## config.mk

```make
export PLATFORM = sky130hd
export DESIGN_NAME = snap_reader
export DESIGN_NICKNAME = d
export VERILOG_FILES = /design/src/rtl/snap_pkg.sv /design/src/rtl/snap_decode.sv /design/src/rtl/snap_hold.sv /design/src/rtl/snap_resp.sv /design/src/rtl/snap_reader.sv
export SDC_FILE = /design/constraint.sdc
export NUM_CORES = 1
export LEC_CHECK = 0
export BUFFER_PORTS_ARGS = -buffer_cell sky130_fd_sc_hd__buf_2
export CAP_MARGIN = 20
export CORE_MARGIN = 1
export CORE_UTILIZATION = 38
export CTS_BUF_LIST = sky130_fd_sc_hd__clkbuf_8 sky130_fd_sc_hd__clkbuf_16
export DETAILED_ROUTE_END_ITERATION = 16
export GPL_ROUTABILITY_DRIVEN = 1
export PLACE_DENSITY = 0.74
export REMOVE_ABC_BUFFERS = 1
export SLEW_MARGIN = 30
export SYNTH_ARGS = -nofsm -noshare
export SYNTH_HDL_FRONTEND = slang
export SYNTH_SLANG_ARGS = --single-unit
```

## constraint.sdc

```tcl
create_clock -name clk -period 0.95 [get_ports clk]
set_input_delay 0.095 -clock clk [delete_from_list [all_inputs] [get_ports clk]]
set_output_delay 0.095 -clock clk [all_outputs]
set_load 0.005 [all_outputs]
```

## src/rtl/snap_pkg.sv

```systemverilog
package snap_pkg;
  typedef enum logic [1:0] {
    PICK_NONE = 2'd0,
    PICK_DEC  = 2'd1,
    PICK_CAP  = 2'd2,
    PICK_HOLD = 2'd3
  } pick_e;
endpackage

```

## src/rtl/snap_decode.sv

```systemverilog
module snap_decode
  import snap_pkg::*;
#(
  parameter int AW = 4,
  parameter int NALIAS = 2,
  parameter logic [AW-1:0] DEC_ADDR = 4'd0,
  parameter logic [AW-1:0] CAP_ADDR = 4'd2,
  parameter logic [NALIAS-1:0][AW-1:0] HOLD_ADDRS = {4'd3, 4'd1}
) (
  input  logic [AW-1:0] addr,
  output pick_e         pick
);
  logic [NALIAS-1:0] alias_hit;

  for (genvar g = 0; g < NALIAS; g++) begin : g_alias
    assign alias_hit[g] = (addr == HOLD_ADDRS[g]);
  end

  always_comb begin
    if (addr == DEC_ADDR)      pick = PICK_DEC;
    else if (addr == CAP_ADDR) pick = PICK_CAP;
    else if (|alias_hit)       pick = PICK_HOLD;
    else                       pick = PICK_NONE;
  end
endmodule

```

## src/rtl/snap_hold.sv

```systemverilog
module snap_hold #(
  parameter int DW = 8
) (
  input  logic          clk,
  input  logic          rst_n,
  input  logic          load,
  input  logic          from_cap,
  input  logic [DW-1:0] dec_hi,
  input  logic [DW-1:0] cap_hi,
  output logic [DW-1:0] q
);
  logic [DW-1:0] nxt;

  always_comb nxt = from_cap ? cap_hi : dec_hi;

  always_ff @(posedge clk) begin
    if (!rst_n)    q <= '0;
    else if (load) q <= nxt;
  end

  assert_hold_keep_R6: assert property (@(posedge clk) disable iff (!rst_n)
    !load |=> $stable(q));
endmodule

```

## src/rtl/snap_resp.sv

```systemverilog
module snap_resp #(
  parameter int DW = 8
) (
  input  logic          clk,
  input  logic          rst_n,
  input  logic          take,
  input  logic [DW-1:0] din,
  input  logic          rsp_ready,
  output logic          rsp_valid,
  output logic [DW-1:0] rsp_data,
  output logic          can_take
);
  assign can_take = !rsp_valid || rsp_ready;

  always_ff @(posedge clk) begin
    if (!rst_n) begin
      rsp_valid <= 1'b0;
      rsp_data  <= '0;
    end else if (take) begin
      rsp_valid <= 1'b1;
      rsp_data  <= din;
    end else if (rsp_ready) begin
      rsp_valid <= 1'b0;
    end
  end

  assert_stall_hold_R9: assert property (@(posedge clk) disable iff (!rst_n)
    (rsp_valid && !rsp_ready) |=> (rsp_valid && $stable(rsp_data)));
  assert_no_take_stalled_R9: assert property (@(posedge clk) disable iff (!rst_n)
    (rsp_valid && !rsp_ready) |-> !take);
endmodule

```

## src/rtl/snap_reader.sv

```systemverilog
module snap_reader
  import snap_pkg::*;
#(
  parameter int DW = 8,
  parameter int AW = 4,
  localparam int VW = 2 * DW
) (
  input  logic          clk,
  input  logic          rst_n,
  input  logic [VW-1:0] dec_val,
  input  logic [VW-1:0] cap_val,
  input  logic          req_valid,
  output logic          req_ready,
  input  logic [AW-1:0] req_addr,
  output logic          rsp_valid,
  input  logic          rsp_ready,
  output logic [DW-1:0] rsp_data
);
  pick_e         pick;
  logic          fire;
  logic          low_read;
  logic [DW-1:0] held;
  logic [DW-1:0] byte_out;

  snap_decode #(.AW(AW)) u_dec (
    .addr (req_addr),
    .pick (pick)
  );

  assign fire     = req_valid && req_ready;
  assign low_read = fire && (pick == PICK_DEC || pick == PICK_CAP);

  snap_hold #(.DW(DW)) u_hold (
    .clk      (clk),
    .rst_n    (rst_n),
    .load     (low_read),
    .from_cap (pick == PICK_CAP),
    .dec_hi   (dec_val[VW-1:DW]),
    .cap_hi   (cap_val[VW-1:DW]),
    .q        (held)
  );

  always_comb begin
    unique case (pick)
      PICK_DEC:  byte_out = dec_val[DW-1:0];
      PICK_CAP:  byte_out = cap_val[DW-1:0];
      PICK_HOLD: byte_out = held;
      default:   byte_out = '0;
    endcase
  end

  snap_resp #(.DW(DW)) u_resp (
    .clk       (clk),
    .rst_n     (rst_n),
    .take      (fire),
    .din       (byte_out),
    .rsp_ready (rsp_ready),
    .rsp_valid (rsp_valid),
    .rsp_data  (rsp_data),
    .can_take  (req_ready)
  );

  assert_dec_pair_R3: assert property (@(posedge clk) disable iff (!rst_n)
    (fire && pick == PICK_DEC) |=> (held == $past(dec_val[VW-1:DW])
      && rsp_data == $past(dec_val[DW-1:0])));
  assert_cap_pair_R4: assert property (@(posedge clk) disable iff (!rst_n)
    (fire && pick == PICK_CAP) |=> (held == $past(cap_val[VW-1:DW])
      && rsp_data == $past(cap_val[DW-1:0])));
  assert_alias_read_R5: assert property (@(posedge clk) disable iff (!rst_n)
    (fire && pick == PICK_HOLD) |=> (rsp_valid && rsp_data == $past(held)));
  assert_other_zero_R8: assert property (@(posedge clk) disable iff (!rst_n)
    (fire && pick == PICK_NONE) |=> (rsp_valid && rsp_data == '0 && $stable(held)));
endmodule

```

# --- Word level (Yosys, flattened, before mapping) ---
# Cells that the tools add are included.
word_totals:
  register_bits: 17
  out_inout_bits: 10
classes:
  n_eq_ne: 6
  n_reduce_logical: 8
  muxes: 7
op_table:
  columns: ["operator", "count"]
  rows:
  - ["$pmux 8 s3", 1]
  - ["$eq 4x2->1 const B", 2]
  - ["$mux 8", 1]
  - ["$mux 2", 3]
  - ["$eq 2x2->1 const B", 2]
  - ["$eq 4x1->1 const B", 1]
  - ["$logic_not 4->1", 1]
  - ["$eq 2x1->1 const B", 1]
  - ["$logic_and 1x1->1", 2]
  - ["$logic_or 1x1->1", 2]
  - ["$mux 1", 2]
  - ["$reduce_bool 2->1", 1]
  - ["$reduce_or 2->1", 1]
  - ["$logic_not 1->1", 1]

# --- Longest topological paths before layout ---
logic_depth:
  ltp_word: 8
  ltp_mapped: 4

# --- By module ---
# From an unflattened synthesis, not the netlist that was laid out.
hier_totals:
  cells_unflattened: 95
  hier_area_um2: 909.6
modules_own_cells:
  columns: ["mod", "instances", "seq_area_each_um2", "area_each_um2", "cells_per_inst"]
  rows:
  - ["snap_hold", 1, 160.2, 350.3, 34]
  - ["snap_resp", 1, 180.2, 339.1, 29]
  - ["snap_reader", 1, 0.0, 195.2, 28]
  - ["snap_decode", 1, 0.0, 25.0, 4]

# --- Worst setup path after synthesis ---
# No wires, ideal clock.
synth_path:
  kind: "reg-to-reg"
  start: "reg u_resp.rsp_valid"
  end: "reg u_hold.q[0]"
  path_slack_ns: -0.109
  path_stages_with_launch: 5
  t_required_ns: 0.834
  arrival_time_ns: 0.943
  setup_time_ns: 0.116
  path_cell_list: "dfxtp_1 -> nand2b_1 -> clkbuf_1 -> nand4_1 -> o211a_1"
synth_between:
  elab_chain_len: 4
synth_rtl:
  columns: ["item", "line", "text"]
  rows:
  - ["start, declared", "snap_resp.sv:9", "output logic rsp_valid,"]
  - ["start signal, assigned", "snap_resp.sv:17", "rsp_valid <= 1'b0;"]
  - ["start signal, assigned", "snap_resp.sv:20", "rsp_valid <= 1'b1;"]
  - ["start signal, assigned", "snap_resp.sv:23", "rsp_valid <= 1'b0;"]
  - ["$logic_not 1->1", "snap_resp.sv:13", "assign can_take = !rsp_valid || rsp_ready;"]
  - ["$logic_or 1x1->1", "snap_resp.sv:13", null]
  - ["via req_ready", "snap_reader.sv:13", "output logic req_ready,"]
  - ["$logic_and 1x1->1", "snap_reader.sv:30", "assign fire = req_valid && req_ready;"]
  - ["$logic_and 1x1->1", "snap_reader.sv:31", "assign low_read = fire && (pick == PICK_DEC || pick == PICK_CAP);"]
  - ["end signal, assigned", "snap_hold.sv:18", "else if (load) q <= nxt;"]
  - ["end, declared", "snap_hold.sv:10", "output logic [DW-1:0] q"]
# The timed path passes the listed nets, and every way through them passes these cells.
# A chain may end at the register's enable or synchronous reset.

# --- Final worst setup path ---
layout_path:
  start: "reg u_resp.rsp_valid"
  end: "out req_ready"
layout_between:
  elab_chain_len: 2
layout_rtl:
  columns: ["item", "line"]
  rows:
  - ["$logic_not 1->1", "snap_resp.sv:13"]
  - ["$logic_or 1x1->1", "snap_resp.sv:13"]
  - ["end, declared", "snap_reader.sv:13"]
# No other way between the ends.

==> impl_metrics.json <==
{
  "io_buffer_count": 49,
  "synthArstFlopShare_pct": 0,
  "grt-ovfl-total": 0,
  "rr_worst_depth": 4,
  "tightest_slew_ns": 0.408,
  "pwr-share-seq_pct": 47.2,
  "cts_tree": "built",
  "timing.fmax_mhz": 991,
  "drcViolationCount": 0,
  "clock_skew_ns": 0.00562,
  "antenna_cells": 0,
  "die_area_mm2": 0.00239,
  "syn_inst": 75,
  "cts_sinks": 17,
  "fin_area_mm2": 0.00129,
  "detail-route-antenna-nets": 0,
  "arrival_ns": 0.91,
  "fillers": 177,
  "antenna_found_initial": 0,
  "vias": 882,
  "hold_class": "primary input to flop",
  "power.switching_uw": 388,
  "dieWidth_um": 48.9,
  "start_kind": "flop",
  "ys_warn_count": 0,
  "critical_path_class": "flop to output pin",
  "outcome": "finished with violations",
  "peakVddDrop_v": 0.00106,
  "worstSkewPairLatency_ns": 0.25,
  "cts-htree-levels": 1,
  "layout-drive-gt1-share_pct": 55.1,
  "min_period_ns": 1.01,
  "viasPerCell": 5.41,
  "hold_start": "dec_val[0]",
  "p_total_uw": 1570,
  "reg2reg_from": "u_resp.rsp_valid",
  "hold_path_end": "u_resp.rsp_data[0]",
  "grt_setup_unrepaired": "true",
  "synth_seq_cells": 17,
  "synth_area_leaders": "dfxtp_1, a222oi_1, mux2i_1",
  "hpwl_mm": 1.77,
  "finalSetupViolations": 11,
  "synth.top_cell.area_share_pct": 40.7,
  "syn_area_per_cell_um2": 11.1,
  "power.density_mw_per_mm2": 1220,
  "reg2reg_slack_ns": -0.01,
  "relSlewSlack_pct": 72.7,
  "gp_congestion": 0.833,
  "finalNetCount": 177,
  "ios": 50,
  "synth_area_um2": 836,
  "synth_seq_area_share_pct": 40.7,
  "drt_iter0_markers": 33,
  "core_mm2": 0.00202,
  "cap_violations": 0,
  "setup_ws_ns": -0.0588,
  "finalWirelength_mm": 2.29,
  "start_util_pct": 41.3,
  "syn2layout_area_growth_pct": 54.0,
  "worstPathRequired_ns": 0.85,
  "min_period_over_period_pct": 106,
  "hold_viol": 0,
  "grt.total_usage_pct": 20.6,
  "ys_types": 19,
  "fin_hold_ws_ns": 0.144,
  "yosys.area.top_type": "dfxtp_1",
  "switching_share_pct": 24.7,
  "die_y_um": 48.9,
  "p_leak_uw": 0.000661,
  "ctsHoldBuffers": 0,
  "grt_pass1_wl_mm": 3.82,
  "power.combinational.fraction_pct": 18.7,
  "core.rowCount": 16,
  "drv_slew": 0,
  "violations": "setup timing",
  "first_pass_iters": 4,
  "rr_endpoint": "u_resp.rsp_data[5]",
  "grt_max_degree": 11,
  "path_clk_slew_ns": 0.07,
  "clock_path_buffers": 2,
  "cts_root_buf": "clkbuf_8",
  "first_global_vias": 889,
  "place_area_mm2": 0.00117,
  "clkPwrFrac_pct": 34.1,
  "crit_fanout": 4,
  "synthFlopType": "dfxtp_1",
  "end_kind": "output pin",
  "numCtsBuffers": 3,
  "wl_per_cell_um": 14.0,
  "p_int_uw": 1190,
  "holdPathStages": 3,
  "synth_edf_count": 0
}
[worst max path at each step]
stage | end | from | depth (start not counted)
global placement | u_resp.rsp_data[1] | req_addr[0] | 4
CTS | req_ready | u_resp.rsp_valid | 3
floorplan | u_resp.rsp_data[0] | u_resp.rsp_valid | 3
global route | req_ready | u_resp.rsp_valid | 3
detailed placement | u_resp.rsp_data[4] | req_addr[0] | 4
finish | req_ready | u_resp.rsp_valid | 3
[per-stage QoR]
| step | util, % | instances | worst slack, ns | TNS (ns) |
|---|---|---|---|---|
| 5_1_grt | 63.7 | 163 | -0.105 | -1.01 |
| 4_1_cts | 63.2 | 163 | -0.0601 | -0.407 |
| 3_5_place_dp | 58.0 | 157 | -0.152 | -1.45 |
| 3_3_place_gp | 58.0 | 157 | -0.118 | -1.24 |
| 2_1_floorplan | - | 69 | -0.253 | -3.71 |
| 6_report | 63.7 | 163 | -0.0588 | -0.127 |
[repair_timing]
| item | 4_1_cts | 5_1_grt |
|---|---|---|
| setup buffers | 2 | 0 |
| pin swaps | 1 | 5 |
| endpoints found under the setup margin | 17 | 18 |
| resized for setup | 7 | 3 |
[critical path, cell delays in order (launching register included)]
cell,delay (ns)
dfxtp_2,0.35
nand2b_4,0.07
buf_6,0.13
buf_6,0.11
[layer usage]
layer  vias up  routed length (µm)  track usage [%]
li1        445                   -                -
met4         0                  38             6.37
met5         -                   0                0
met3         4                 123             5.30
met2        32                1100             37.0
met1       401                1030             23.7
[power groups by stage]
stage	registers [µW]	clock network (µW)	logic [µW]
final	744	537	294
after global routing	745	586	320
after CTS	743	558	291
after detailed placement	757	0	268
after global placement	757	0	263
after floorplan	755	0	90.0
[logic make-up after synthesis]
family / Yosys count / synth area share [%]
AOI/OAI and AO/OA: 26 / 29.3
buffers and inverters: 7 / 4.19
DFF: 17 / 40.7
muxes: 8 / 9.58
and+or+nand+nor: 17 / 16.2
[final cells by class]
type	count	area (µm²)	share of cell area, %
multi-input combinational	51	485	37.7
timing repair buffer	63	377	29.3
sequential	17	342	26.5
clock buffer	3	41.3	3.21
tap	27	33.8	2.62
clock inverter	1	5.00	0.389
inverter	1	3.75	0.292
[sequential cells by signal, indices dropped and copies added, names as in the netlist]
name,flops
u_hold.q,8
u_resp.rsp_valid,1
u_resp.rsp_data,8
[cell usage after synthesis (2+ instances only)]
cell,n
a222oi_1,8
buf_4,2
clkbuf_1,3
dfxtp_1,17
mux2i_1,8
nand4_1,9
nor2_1,2
o211a_1,8
o2bb2ai_1,8
[layout by cell type (no fill, tap or decap), drive strengths merged, types with 2 or more instances in the layout]
cell / netlist / layout
nand4: 9 / 9
a222oi: 8 / 8
nor2: 2 / 2
clkbuf: 3 / 3
mux2i: 8 / 8
o211a: 8 / 8
a21boi: 2 / 2
buf: 3 / 63
dfxtp: 17 / 17
o2bb2ai: 8 / 8
Note: power is estimated with default switching activity, not from simulation.
